--- src/rtl/vpx_pkg.sv ---
package vpx_pkg;
  typedef enum logic [1:0] {
    ST_IDLE  = 2'd0,
    ST_WALK  = 2'd1,
    ST_RETRY = 2'd2
  } xl_state_e;

  // Page-table entry field positions
  localparam int PTE_V_BIT  = 31;
  localparam int PTE_WR_BIT = 30;
  localparam int PTE_RD_BIT = 29;
  localparam int PTE_D_BIT  = 28;
endpackage

--- src/rtl/vpx_entry_array.sv ---
module vpx_entry_array #(
  parameter int ENTRIES = 8,
  parameter int VPN_W   = 20,
  parameter int PPN_W   = 18,
  parameter int IDX_W   = 3
) (
  input  logic               clk,
  input  logic               rst_n,
  input  logic               flush,
  input  logic [VPN_W-1:0]   lk_vpn,
  output logic               hit,
  output logic [IDX_W-1:0]   hit_idx,
  output logic [PPN_W-1:0]   hit_ppn,
  output logic [1:0]         hit_perm,
  output logic               hit_dirty,
  input  logic               touch_en,
  input  logic               touch_wr,
  input  logic               fill_en,
  input  logic [IDX_W-1:0]   fill_idx,
  input  logic [VPN_W-1:0]   fill_vpn,
  input  logic [PPN_W-1:0]   fill_ppn,
  input  logic [1:0]         fill_perm,
  input  logic               fill_dirty,
  output logic [ENTRIES-1:0] valid_vec
);
  logic [ENTRIES-1:0] valid_q, valid_d, dirty_q, dirty_d, ref_q, ref_d, hit_vec;
  logic [VPN_W-1:0]   vpn_q  [ENTRIES];
  logic [VPN_W-1:0]   vpn_d  [ENTRIES];
  logic [PPN_W-1:0]   ppn_q  [ENTRIES];
  logic [PPN_W-1:0]   ppn_d  [ENTRIES];
  logic [1:0]         perm_q [ENTRIES];
  logic [1:0]         perm_d [ENTRIES];

  // Associative match
  always_comb begin
    hit_idx   = '0;
    hit_ppn   = '0;
    hit_perm  = '0;
    hit_dirty = 1'b0;
    for (int i = 0; i < ENTRIES; i++) begin
      hit_vec[i] = valid_q[i] && (vpn_q[i] == lk_vpn);
      if (hit_vec[i]) begin
        hit_idx   = IDX_W'(i);
        hit_ppn   = ppn_q[i];
        hit_perm  = perm_q[i];
        hit_dirty = dirty_q[i];
      end
    end
  end
  assign hit       = |hit_vec;
  assign valid_vec = valid_q;

  // Next state
  always_comb begin
    valid_d = valid_q;
    dirty_d = dirty_q;
    ref_d   = ref_q;
    for (int i = 0; i < ENTRIES; i++) begin
      vpn_d[i]  = vpn_q[i];
      ppn_d[i]  = ppn_q[i];
      perm_d[i] = perm_q[i];
    end
    if (fill_en) begin
      valid_d[fill_idx] = 1'b1;
      vpn_d[fill_idx]   = fill_vpn;
      ppn_d[fill_idx]   = fill_ppn;
      perm_d[fill_idx]  = fill_perm;
      dirty_d[fill_idx] = fill_dirty;
      ref_d[fill_idx]   = 1'b0;
    end
    if (touch_en) begin
      ref_d[hit_idx] = 1'b1;
      if (touch_wr) dirty_d[hit_idx] = 1'b1;
    end
    if (flush) valid_d = '0;
  end

  always_ff @(posedge clk or negedge rst_n) begin
    if (!rst_n) begin
      valid_q <= '0;
      dirty_q <= '0;
      ref_q   <= '0;
      for (int i = 0; i < ENTRIES; i++) begin
        vpn_q[i]  <= '0;
        ppn_q[i]  <= '0;
        perm_q[i] <= '0;
      end
    end else begin
      valid_q <= valid_d;
      dirty_q <= dirty_d;
      ref_q   <= ref_d;
      for (int i = 0; i < ENTRIES; i++) begin
        vpn_q[i]  <= vpn_d[i];
        ppn_q[i]  <= ppn_d[i];
        perm_q[i] <= perm_d[i];
      end
    end
  end

  AST_SINGLE_MATCH: assert property (@(posedge clk) disable iff (!rst_n)
    $onehot0(hit_vec));
  AST_FLUSH_EMPTIES: assert property (@(posedge clk) disable iff (!rst_n)
    flush |=> (valid_q == '0));
  AST_TOUCH_REFS: assert property (@(posedge clk) disable iff (!rst_n)
    touch_en |=> ref_q[$past(hit_idx)]);
  AST_WRITE_DIRTIES: assert property (@(posedge clk) disable iff (!rst_n)
    (touch_en && touch_wr) |=> dirty_q[$past(hit_idx)]);
endmodule

--- src/rtl/vpx_lru_age.sv ---
module vpx_lru_age #(
  parameter int ENTRIES = 8,
  parameter int IDX_W   = 3
) (
  input  logic               clk,
  input  logic               rst_n,
  input  logic               touch_en,
  input  logic [IDX_W-1:0]   touch_idx,
  input  logic [ENTRIES-1:0] valid_vec,
  output logic [IDX_W-1:0]   victim_idx
);
  logic [IDX_W-1:0]   age_q [ENTRIES];
  logic [IDX_W-1:0]   age_d [ENTRIES];
  logic [ENTRIES-1:0] oldest_vec;

  // Age 0 is most recent; ages always form a permutation of 0..ENTRIES-1
  always_comb begin
    for (int i = 0; i < ENTRIES; i++) begin
      age_d[i] = age_q[i];
      if (touch_en) begin
        if (IDX_W'(i) == touch_idx)           age_d[i] = '0;
        else if (age_q[i] < age_q[touch_idx]) age_d[i] = age_q[i] + 1'b1;
      end
    end
  end

  always_comb begin
    victim_idx = '0;
    for (int i = ENTRIES - 1; i >= 0; i--) begin
      oldest_vec[i] = (age_q[i] == IDX_W'(ENTRIES - 1));
      if (oldest_vec[i]) victim_idx = IDX_W'(i);
    end
    for (int i = ENTRIES - 1; i >= 0; i--) begin
      if (!valid_vec[i]) victim_idx = IDX_W'(i);
    end
  end

  always_ff @(posedge clk or negedge rst_n) begin
    if (!rst_n) begin
      for (int i = 0; i < ENTRIES; i++) age_q[i] <= IDX_W'(i);
    end else if (touch_en) begin
      for (int i = 0; i < ENTRIES; i++) age_q[i] <= age_d[i];
    end
  end

  AST_ONE_OLDEST: assert property (@(posedge clk) disable iff (!rst_n)
    $countones(oldest_vec) == 1);
endmodule

--- src/rtl/vpx_walk_ctrl.sv ---
module vpx_walk_ctrl
  import vpx_pkg::*;
#(
  parameter int VA_W  = 32,
  parameter int PA_W  = 30,
  parameter int OFS_W = 12,
  parameter int PTE_W = 32,
  parameter int VPN_W = VA_W - OFS_W,
  parameter int PPN_W = PA_W - OFS_W
) (
  input  logic             clk,
  input  logic             rst_n,
  input  logic             flush,
  input  logic [PA_W-1:0]  pt_base,
  input  logic             req_valid,
  input  logic             req_write,
  input  logic [VA_W-1:0]  req_vaddr,
  output logic             req_ready,
  output logic             resp_valid,
  output logic [PA_W-1:0]  resp_paddr,
  output logic             resp_dirty,
  output logic             page_fault,
  output logic             prot_fault,
  output logic             mem_req,
  output logic [PA_W-1:0]  mem_addr,
  input  logic             mem_ack,
  input  logic [PTE_W-1:0] mem_rdata,
  output logic [VPN_W-1:0] lk_vpn,
  input  logic             hit,
  input  logic [PPN_W-1:0] hit_ppn,
  input  logic [1:0]       hit_perm,
  input  logic             hit_dirty,
  output logic             touch_en,
  output logic             touch_wr,
  output logic             fill_en,
  output logic [VPN_W-1:0] fill_vpn,
  output logic [PPN_W-1:0] fill_ppn,
  output logic [1:0]       fill_perm,
  output logic             fill_dirty
);
  xl_state_e        st_q, st_d;
  logic [VA_W-1:0]  vaddr_q, cur_va;
  logic             wr_q, cur_wr, accept, lookup, perm_ok;
  logic             rv_d, pf_d, prf_d, dty_d;
  logic [PA_W-1:0]  pa_d;
  logic             unused_pte_bits;

  assign req_ready = (st_q == ST_IDLE) && !flush;
  assign accept    = req_ready && req_valid;
  assign lookup    = accept || (st_q == ST_RETRY);
  assign cur_va    = (st_q == ST_IDLE) ? req_vaddr : vaddr_q;
  assign cur_wr    = (st_q == ST_IDLE) ? req_write : wr_q;
  assign lk_vpn    = cur_va[VA_W-1:OFS_W];
  assign perm_ok   = cur_wr ? hit_perm[1] : hit_perm[0];
  assign touch_wr  = cur_wr;

  assign mem_addr   = pt_base + PA_W'({vaddr_q[VA_W-1:OFS_W], 2'b00});
  assign fill_vpn   = vaddr_q[VA_W-1:OFS_W];
  assign fill_ppn   = mem_rdata[PPN_W-1:0];
  assign fill_perm  = {mem_rdata[PTE_WR_BIT], mem_rdata[PTE_RD_BIT]};
  assign fill_dirty = mem_rdata[PTE_D_BIT];
  assign unused_pte_bits = ^mem_rdata[PTE_D_BIT-1:PPN_W];

  always_comb begin
    st_d     = st_q;
    rv_d     = 1'b0;
    pf_d     = 1'b0;
    prf_d    = 1'b0;
    dty_d    = 1'b0;
    pa_d     = '0;
    touch_en = 1'b0;
    fill_en  = 1'b0;
    mem_req  = 1'b0;
    if (lookup) begin
      if (hit) begin
        rv_d = 1'b1;
        st_d = ST_IDLE;
        if (perm_ok) begin
          pa_d     = {hit_ppn, cur_va[OFS_W-1:0]};
          dty_d    = hit_dirty | cur_wr;
          touch_en = 1'b1;
        end else begin
          prf_d = 1'b1;
        end
      end else begin
        st_d = ST_WALK;
      end
    end
    if (st_q == ST_WALK) begin
      mem_req = 1'b1;
      if (mem_ack) begin
        if (mem_rdata[PTE_V_BIT]) begin
          fill_en = 1'b1;
          st_d    = ST_RETRY;
        end else begin
          rv_d = 1'b1;
          pf_d = 1'b1;
          st_d = ST_IDLE;
        end
      end
    end
  end

  always_ff @(posedge clk or negedge rst_n) begin
    if (!rst_n) begin
      st_q       <= ST_IDLE;
      resp_valid <= 1'b0;
      resp_paddr <= '0;
      resp_dirty <= 1'b0;
      page_fault <= 1'b0;
      prot_fault <= 1'b0;
      vaddr_q    <= '0;
      wr_q       <= 1'b0;
    end else begin
      st_q       <= st_d;
      resp_valid <= rv_d;
      resp_paddr <= pa_d;
      resp_dirty <= dty_d;
      page_fault <= pf_d;
      prot_fault <= prf_d;
      if (accept) begin
        vaddr_q <= req_vaddr;
        wr_q    <= req_write;
      end
    end
  end

  AST_OFFSET_PASS: assert property (@(posedge clk) disable iff (!rst_n)
    (resp_valid && !page_fault && !prot_fault) |->
      (resp_paddr[OFS_W-1:0] == vaddr_q[OFS_W-1:0]));
  AST_WALK_HOLD: assert property (@(posedge clk) disable iff (!rst_n)
    (mem_req && !mem_ack) |=> (mem_req && $stable(mem_addr)));
  AST_FAULT_NO_ADDR: assert property (@(posedge clk) disable iff (!rst_n)
    (resp_valid && (page_fault || prot_fault)) |-> (resp_paddr == '0));
  AST_FAULT_EXCL: assert property (@(posedge clk) disable iff (!rst_n)
    !(page_fault && prot_fault));
endmodule

--- src/rtl/vpage_xlate.sv ---
module vpage_xlate #(
  parameter int VA_W    = 32,
  parameter int PA_W    = 30,
  parameter int OFS_W   = 12,
  parameter int PTE_W   = 32,
  parameter int ENTRIES = 8
) (
  input  logic             clk,
  input  logic             rst_n,
  input  logic             flush,
  input  logic [PA_W-1:0]  pt_base,
  input  logic             req_valid,
  input  logic             req_write,
  input  logic [VA_W-1:0]  req_vaddr,
  output logic             req_ready,
  output logic             resp_valid,
  output logic [PA_W-1:0]  resp_paddr,
  output logic             resp_dirty,
  output logic             page_fault,
  output logic             prot_fault,
  output logic             mem_req,
  output logic [PA_W-1:0]  mem_addr,
  input  logic             mem_ack,
  input  logic [PTE_W-1:0] mem_rdata
);
  localparam int VPN_W = VA_W - OFS_W;
  localparam int PPN_W = PA_W - OFS_W;
  localparam int IDX_W = (ENTRIES > 1) ? $clog2(ENTRIES) : 1;

  logic [VPN_W-1:0]   lk_vpn, fill_vpn;
  logic [PPN_W-1:0]   hit_ppn, fill_ppn;
  logic [1:0]         hit_perm, fill_perm;
  logic [IDX_W-1:0]   hit_idx, victim_idx;
  logic [ENTRIES-1:0] valid_vec;
  logic               hit, hit_dirty, touch_en, touch_wr, fill_en, fill_dirty;

  vpx_walk_ctrl #(
    .VA_W(VA_W), .PA_W(PA_W), .OFS_W(OFS_W), .PTE_W(PTE_W),
    .VPN_W(VPN_W), .PPN_W(PPN_W)
  ) u_ctrl (
    .clk(clk), .rst_n(rst_n), .flush(flush), .pt_base(pt_base),
    .req_valid(req_valid), .req_write(req_write), .req_vaddr(req_vaddr),
    .req_ready(req_ready), .resp_valid(resp_valid), .resp_paddr(resp_paddr),
    .resp_dirty(resp_dirty), .page_fault(page_fault), .prot_fault(prot_fault),
    .mem_req(mem_req), .mem_addr(mem_addr), .mem_ack(mem_ack),
    .mem_rdata(mem_rdata), .lk_vpn(lk_vpn), .hit(hit), .hit_ppn(hit_ppn),
    .hit_perm(hit_perm), .hit_dirty(hit_dirty), .touch_en(touch_en),
    .touch_wr(touch_wr), .fill_en(fill_en), .fill_vpn(fill_vpn),
    .fill_ppn(fill_ppn), .fill_perm(fill_perm), .fill_dirty(fill_dirty)
  );

  vpx_entry_array #(
    .ENTRIES(ENTRIES), .VPN_W(VPN_W), .PPN_W(PPN_W), .IDX_W(IDX_W)
  ) u_array (
    .clk(clk), .rst_n(rst_n), .flush(flush), .lk_vpn(lk_vpn), .hit(hit),
    .hit_idx(hit_idx), .hit_ppn(hit_ppn), .hit_perm(hit_perm),
    .hit_dirty(hit_dirty), .touch_en(touch_en), .touch_wr(touch_wr),
    .fill_en(fill_en), .fill_idx(victim_idx), .fill_vpn(fill_vpn),
    .fill_ppn(fill_ppn), .fill_perm(fill_perm), .fill_dirty(fill_dirty),
    .valid_vec(valid_vec)
  );

  vpx_lru_age #(
    .ENTRIES(ENTRIES), .IDX_W(IDX_W)
  ) u_lru (
    .clk(clk), .rst_n(rst_n), .touch_en(touch_en), .touch_idx(hit_idx),
    .valid_vec(valid_vec), .victim_idx(victim_idx)
  );
endmodule

--- config.mk ---
export PLATFORM = sky130hd
export DESIGN_NAME = vpage_xlate
export DESIGN_NICKNAME = d
export VERILOG_FILES = /design/src/rtl/vpx_pkg.sv /design/src/rtl/vpx_entry_array.sv /design/src/rtl/vpx_lru_age.sv /design/src/rtl/vpx_walk_ctrl.sv /design/src/rtl/vpage_xlate.sv
export SDC_FILE = /design/constraint.sdc
export NUM_CORES = 1
export LEC_CHECK = 0
export BUFFER_PORTS_ARGS = -buffer_cell sky130_fd_sc_hd__clkbuf_2
export CORE_MARGIN = 3
export CORE_UTILIZATION = 50
export DETAILED_ROUTE_END_ITERATION = 10
export HOLD_SLACK_MARGIN = 0.06
export PLACE_DENSITY_LB_ADDON = 0.15
export SYNTH_ARGS = -nofsm -noshare
export SYNTH_HDL_FRONTEND = slang
export SYNTH_SLANG_ARGS = --single-unit
--- constraint.sdc ---
create_clock -name clk -period 13.4 [get_ports clk]
set_input_delay 4.02 -clock clk [delete_from_list [all_inputs] [get_ports clk]]
set_output_delay 4.02 -clock clk [all_outputs]
set_load 0.005 [all_outputs]
[Word-level counts from Yosys, hierarchy flattened]
Index checks and enable logic that the tools add are counted.
Widths: inputs -> output; s select.
Word-level totals
  bits of input ports: 100
  register bits: 429
  output and inout port bits: 66
  word-level logic and storage cells: 248
Operators by class
  equality and inequality tests: 25
  bitwise operators: 5
  reductions and logical operators: 35
  muxes and demuxes: 117
  $add $sub $neg: 9
  order comparisons: 15
Operators by type and width (count)
  $mux 18: 9
  $bwmux 160: 1
  $eq 20x20->1: 8
  $bwmux 144: 1
  $mux 3: 38
  $mux 30: 3
  $demux 20 s3: 1
  $demux 18 s3: 1
  $mux 8: 5
  $mux 1: 35
  $mux 32: 1
  $add 30x22->30: 1
  $mux 2: 15
  $add 3x1->3 const B: 8
  $eq 3x3->1 const B: 8
  $lt 3x3->1: 8
  $mux 20: 1
  $reduce_bool 2->1: 9
  $bwmux 16: 1
  $or 8x8->8: 2
  $reduce_and 2->1: 8
  $logic_and 1x1->1: 13
  $eq 3x3->1 const A: 4
  $bmux 3 s3: 1
  18 further kinds: 24

[Depth between registers and ports, before layout]
Gate-level depths: netlist of run 1.
  word-level depth: 26
  depth in mapped cells: 23
  depth with buffers taken out: 18

[Hierarchy]
A second synthesis of run 1 with hierarchy kept.
Second synthesis, totals
  cells, all modules: 2029
  area, all modules: 22688.0 µm²
By module, submodules not included
  vpx_entry_array: area each 16397.0 µm², times used 1, sequential area each 8408.1 µm², cells an instance 1386
  vpx_walk_ctrl: area each 4264.1 µm², times used 1, sequential area each 1726.7 µm², cells an instance 468
  vpx_lru_age: area each 2026.9 µm², times used 1, sequential area each 615.6 µm², cells an instance 175

[Worst setup path after synthesis of run 1]
Ideal clock, no wire load.
  kind: input port to output port
  start: in pt_base[3]
  end: out mem_addr[23]
  path buffers: 0
  data arrival time: 6.902 ns
  slack: 2.478 ns
  required time: 9.380 ns
  cell stages on the path: 14
  path through: ha_1 -> a21o_1 -> a21oi_1 -> nand2b_1 -> a21boi_0 -> o311a_1 -> a2111oi_0 -> nor3_1 -> a41oi_1 -> a2111oi_0 -> a2111o_1 -> a21oi_1 -> nand2b_1 -> xnor2_1
Between the ends
  word-level cells in the longest chain between the ends: 1
Ends and longest elaborated chain
  start, declared: line vpage_xlate.sv:11  | input logic [PA_W-1:0] pt_base,
  $add 30x22->30: line vpx_walk_ctrl.sv:57  | assign mem_addr = pt_base + PA_W'({vaddr_q[VA_W-1:OFS_W], 2'b00});
  end, declared: line vpage_xlate.sv:22  | output logic [PA_W-1:0] mem_addr,
No other way between the ends.

[Final worst setup path of run 1]
  start: in pt_base[3]
  end: out mem_addr[25]
The elaborated chain is that of the path after synthesis.

==> metrics, run 1 <==
status=finished, final reports clean; clock skew=around 38 ps; ratio of final minimum period to clock period=87.3%; Synth top area share=between 40% and 50%; wire per inst=around 24 µm; area grow syn2layout=12.1%; global-route wire length before repair=roughly 120000 µm; CTS Hold Bufs=0; grt ovf=0; total core area=0.0478 mm²; WP data arrival=about 7700 ps; RePlAce Congestion=0.957; RSZ-0062 raised after global routing=no; IR drop worst, VDD=roughly 92 µV; max-slew violations=0; CTS max path bufs=3; Slew HR=a little over a fifth; CP startpoint kind=input pin; power per standard cell area=roughly 110 mW/mm²; Netlist cell types=97; crit path kind=input pin to output pin; clk sinks=429; ys flop type=dfrtp_1; Post-Syn Area per Cell=roughly 10 µm²; largest area contributor in the netlist=dfrtp_1; Root Driver=clkbuf_16; final core occ=56.9%; met1 usage=about two fifths; Clock transition at path regs=about 60 ps; H-tree level count=2; dpl hpwl=between 50000 and 60000 µm; sequential fraction of the synthesis area=44.3%; Post-synth ARST share=100%; Ports=~170; CTS buffer count=48; CTS tree=built; final hold vios=0; Post-Route Setup TNS=0 ps; Synth Net Count=~2.5k; Worst Path Required=roughly 9400 ps; drt total wl=around 76000 µm; FF+latch count, synth=approximately 430; synthesis warning total=0; Residual DRC=0; Setup Viol. Count Final=0; Chip Width=226 µm; maximum fanout along the worst path=4; initial antenna violation count=0; number of enable flip-flop cells after synthesis=0; row count=80; Syn Std Cell Area=~0.024 mm²; post-cts sizing count=0; Buffers on Ports=between 150 and 200; layout net count=roughly 2.6k; synth top area cells=dfrtp_1 43%, mux2_2 13%, o21ai_0 3.5%; first drt pass iteration count=6; fin crit period=11700 ps; Least-Margin Pin Slew=roughly 1200 ps; LEAKAGE=12.9 nW; gr usage total=about 29%; GR peak layer=met2; worst skew pair latency=between 600 and 700 ps; largest net degree at the start of global routing=~170; Post-Syn Instances=around 2.4k; antenna viol nets, final=0; Fmax achieved=~0.085 GHz; CP endpoint kind=output pin; GRT met3 Usage=under 10%; setup repair bufs after CTS=0; max-capacitance violation count=0; met2 global-route usage=46.6%; initial core utilization=around 51%; number of global-route vias before repair=between 15k and 20k; share of cells above drive strength 1=~26%; total die area=between 0.05 and 0.06 mm²; Die H=between 200 and 250 µm; DRT iter0 DRCs=between 2k and 2.5k; fin area=around 0.027 mm²; via count=about 20k; Placed Area=approximately 0.026 mm²; Hold Crit Class=flip-flop to flip-flop; post-DR vias/cell=around 6.3
-- state kept, by name (all words and copies together) (netlist names), 2 cells and up --
signal	cells
u_ctrl.vaddr_q	32
u_lru.age_q	24
u_array.dirty_q	8
u_array.perm_q	16
u_ctrl.st_q	2
u_array.vpn_q	160
u_ctrl.resp_paddr	30
u_array.valid_vec	8
u_array.ppn_q	144
-- power breakdown --
part	internal [mW]	switching [mW]	leakage, nW
clock network	0.803	0.560	0.815
registers	1.30	0.00426	5.71
logic	0.0727	0.153	6.42
-- through the flow --
stage	cells	power [mW]	hold slack (ps)	setup WS, ps
final	3122	2.89	497	1700
after floorplan	2382	1.43	450	2480
after CTS	3121	2.92	498	1730
after detailed placement	3037	1.55	484	1730
after global routing	3121	2.99	515	1390
after global placement	3037	1.55	467	1860
-- metal layers --
layer | share of wire (%) | wire [µm]
met5 | 0 | 0
met4 | 4.0 | 3040
met3 | 7.9 | 6000
met2 | 45 | 34200
met1 | 43 | 32400
-- kinds of logic (layout without fill, tap and decap cells) --
group | Yosys count | count (layout) | share of synthesized area [%]
adder cells (fa/ha/maj) | 46 | 46 | 2.39
flip-flops | 429 | 429 | 44.3
AND/OR/NAND/NOR | 656 | 656 | 14.6
buffers and inverters | 252 | 376 | 4.27
multiplexers | 323 | 323 | 14.8
XOR/XNOR | 127 | 127 | 4.58
other | 0 | 1 | 0
AO/OA/AOI/OAI | 549 | 549 | 15.0
-- path summary, 6_finish.rpt --
path                                    startpoint                  to  slack (ps)  cells past startpoint
worst max-delay path                    pt_base[3]        mem_addr[25]        1700                     16
worst min-delay path            u_array.perm_q[11]  u_array.perm_q[11]         500                      1
worst max register to register      u_ctrl.st_q[1]  u_array.dirty_q[1]        6410                     16
worst min register to register  u_array.perm_q[11]  u_array.perm_q[11]         500                      1
max in group asynchronous                    rst_n  u_array.vpn_q[156]        7540                      3
min in group asynchronous                    rst_n  u_ctrl.vaddr_q[25]        3560                      1
-- synth_stat cells (all sizes together), types with 44 or more instances --
| cell | count |
|---|---|
| buf | 50 |
| inv | 95 |
| nor2 | 97 |
| a21oi | 91 |
| o21ai | 181 |
| xnor2 | 69 |
| xor2 | 58 |
| dfrtp | 417 |
| ha | 44 |
| clkbuf | 106 |
| nand2 | 220 |
| mux2 | 288 |
-- worst max-delay path: stages --
cell and delay [ps]:
clkbuf_2 90, ha_1 280, a21o_1 180, a21oi_1 200, nand2b_1 130, a21boi_0 120, o311a_1 330, a2111oi_0 460
nor3_1 190, a41oi_1 310, a2111oi_0 160, a2111o_1 440, a21oi_1 320, nand2b_1 170, xnor2_1 120, clkbuf_2 140
-- layout make-up --
type	instances	area, µm²
fill	4148	20600
multi-input combinational	1701	12500
sequential	429	10800
clock buffer	69	1430
timing repair buffer	196	1120
tap	615	769
inverter	96	360
clock inverter	15	228
antenna	1	2.50
-- cells in the final DEF, fill, tap and decap left out, types with 44 or more instances in the layout --
| master | n |
|---|---|
| clkbuf_16 | 48 |
| nand2_1 | 218 |
| nor2_1 | 90 |
| inv_1 | 93 |
| xnor2_1 | 69 |
| buf_4 | 44 |
| a21oi_1 | 90 |
| mux2_2 | 288 |
| ha_1 | 44 |
| o21ai_0 | 171 |
| dfrtp_1 | 417 |
| xor2_1 | 58 |
| clkbuf_2 | 150 |
Power figures use the tool's default switching activity.
==> run 2, diff against run 1 <==
- CORE_MARGIN: 3 -> 10
==> run 2 against run 1 <==
  * Clock power about the same
  * Routed wire length increased by 3.3%
  * Design area is 0.17% lower
  * Flip-flop and latch count unchanged
  * Utilization is 0.097 points lower
  * Hold slack is essentially flat
  * Final cell count grew 0.19%
  * Critical path depth unchanged
  * Critical endpoint is now mem_addr[27]
  * Highest routed layer unchanged
==> metrics, run 2 (synthesis results as in run 1) <==
min setup slack post-route=1770 ps (+76.7 ps); post-cts sizing count=0 (unchanged); fin area=0.0272 mm² (-0.17%); fin crit period=11630 ps (-76.7 ps); via count=19.7k (-0.025%); number of global-route vias before repair=19.3k (+0.21%); Chip Width=240 µm (+6.2%); WP data arrival=7610 ps (-70 ps); drt total wl=78100 µm (+3.3%); LEAKAGE=12.9 nW (about the same); IR drop worst, VDD=87.8 µV (-4.3%); Post-Route Setup TNS=0 ps (unchanged); setup repair bufs after CTS=0 (unchanged); dpl hpwl=52300 µm (+4.4%); wire per inst=25.0 µm (+3.1%); final core occ=56.8% (-0.097 points); CP endpoint kind=output pin; post-DR vias/cell=6.29 (-0.22%); crit path kind=input pin to output pin; worst slack at placement=1750 ps (+20.1 ps); ratio of final minimum period to clock period=86.8% (-0.57 points); CP Cell Sequence=clkbuf_2, ha_1, a21o_1, a21oi_1, nand2b_1, a21boi_0, o311a_1, a2111oi_0, nor3_1, a41oi_1, a2111oi_0, a2111o_1, a21oi_1, nand2b_1, xnor2_1, clkbuf_2; CTS buffer count=48 (unchanged); Clock transition at path regs=60 ps (about the same); power per standard cell area=106 mW/mm² (-0.16%); row count=80 (unchanged); Slew HR=23.2% (+2.3 points); global-route wire length before repair=119000 µm (+2.8%); final hold vios=0 (unchanged); grt ovf=0 (unchanged); largest stage delay on the critical path=450 ps (about the same); area grow syn2layout=11.9%; total die area=0.0578 mm² (+13%); max reg flops=160 (unchanged); status=finished, final reports clean; DRT iter0 DRCs=1927 (-10%); Slowest-stage cell, CP=a2111oi_0; reg2reg path depth=18 (+2); Top reg by flops=u_array.vpn_q; most frequent cells in the layout=417 x dfrtp_1, 288 x mux2_2, 218 x nand2_1, 171 x o21ai_0, 150 x clkbuf_2; RePlAce Congestion=0.961 (+0.39%); clk sinks=429 (unchanged); RSZ-0062 raised after global routing=no; clock skew=21.5 ps (-16.1 ps); gr usage total=26.8% (-2.6 points); maximum fanout along the worst path=4 (unchanged); commonest non-fill, non-tap cell in the layout=dfrtp_1; largest net degree at the start of global routing=105 (-36%); CTS max path bufs=3 (unchanged); Buffers on Ports=151 (unchanged); CTS tree=built; worst hold stages=1 (unchanged); Placed Area=0.0255 mm² (about the same); CTS Hold Bufs=0 (unchanged); layout net count=2616 (-0.038%); Root Driver=clkbuf_16; initial antenna violation count=1 (+1); max-capacitance violation count=0 (unchanged); Placed Cells=3036 (-0.033%); worst skew pair latency=600 ps (-20 ps); share of cells above drive strength 1=25.6% (+0.029 points); first drt pass iteration count=6 (unchanged); Worst Path Required=9380 ps (about the same); Residual DRC=0 (unchanged); antenna viol nets, final=0 (unchanged); Layout Cells excl Fill=3128 (+0.19%); Setup Viol. Count Final=0 (unchanged); Die H=240 µm (+6.2%); top flop regs=u_array.vpn_q (160), u_array.ppn_q (144), u_ctrl.vaddr_q (32); max-slew violations=0 (unchanged); initial core utilization=50.7% (unchanged); Least-Margin Pin Slew=1140 ps (-35.9 ps); CP startpoint kind=input pin; Hold Crit Class=flip-flop to flip-flop; total core area=0.0478 mm² (unchanged); H-tree level count=2 (unchanged); Ports=166 (unchanged); Fmax achieved=0.0860 GHz (+0.66%)
run 2: path summary, 6_finish.rpt:
| check | to | slack, ps | startpoint |
|---|---|---|---|
| setup / recovery | mem_addr[27] | 1770 | pt_base[3] |
| setup reg to reg | u_lru.age_q[18] | 6460 | u_ctrl.st_q[0] |
| max in group asynchronous | u_array.vpn_q[31] | 7670 | rst_n |
| hold reg to reg | u_array.ppn_q[36] | 500 | u_array.ppn_q[36] |
| min in group asynchronous | u_ctrl.vaddr_q[27] | 3500 | rst_n |
| hold / removal | u_array.ppn_q[36] | 500 | u_array.ppn_q[36] |
run 2: worst max-delay path, delay by kind of cell:
kind / cells / cell delay (ps)
AO/OA/AOI/OAI: 9 / 2490
XOR/XNOR: 1 / 120
buffers and inverters: 2 / 230
AND/OR/NAND/NOR: 3 / 480
adder cells (fa/ha/maj): 1 / 290
run 2: metrics by stage:
| step | power (mW) | hold slack [ps] |
|---|---|---|
| floorplan | 1.43 | 450 |
| global placement | 1.55 | 468 |
| detailed placement | 1.55 | 485 |
| CTS | 2.90 | 499 |
| global route | 2.98 | 506 |
| finish | 2.88 | 497 |
run 2: where the power goes:
| part | total [mW] | internal, mW | switching [mW] |
|---|---|---|---|
| clock | 1.35 | 0.793 | 0.561 |
| sequential | 1.31 | 1.30 | 0.00624 |
| combinational | 0.225 | 0.0719 | 0.153 |
| total | 2.88 | 2.16 | 0.720 |
run 2: cell type report:
| type | count | area [µm²] |
|---|---|---|
| Timing Repair Buffer | 195 | 1100 |
| Fill cell | 4175 | 20700 |
| Multi-Input combinational cell | 1701 | 12500 |
| Inverter | 96 | 360 |
| Sequential cell | 429 | 10800 |
| Antenna cell | 2 | 5.00 |
| Clock inverter | 20 | 215 |
| Tap cell | 615 | 769 |
| Clock buffer | 70 | 1410 |
run 2: per-layer routing:
layer	part of all wire [%]	wire, µm	up-vias	track usage (%)
li1	-	-	8778	-
met1	43	33700	9884	36.6
met2	45	35200	838	41.5
met3	8.2	6420	162	5.10
met4	3.6	2830	0	10.3
met5	0	0	-	0
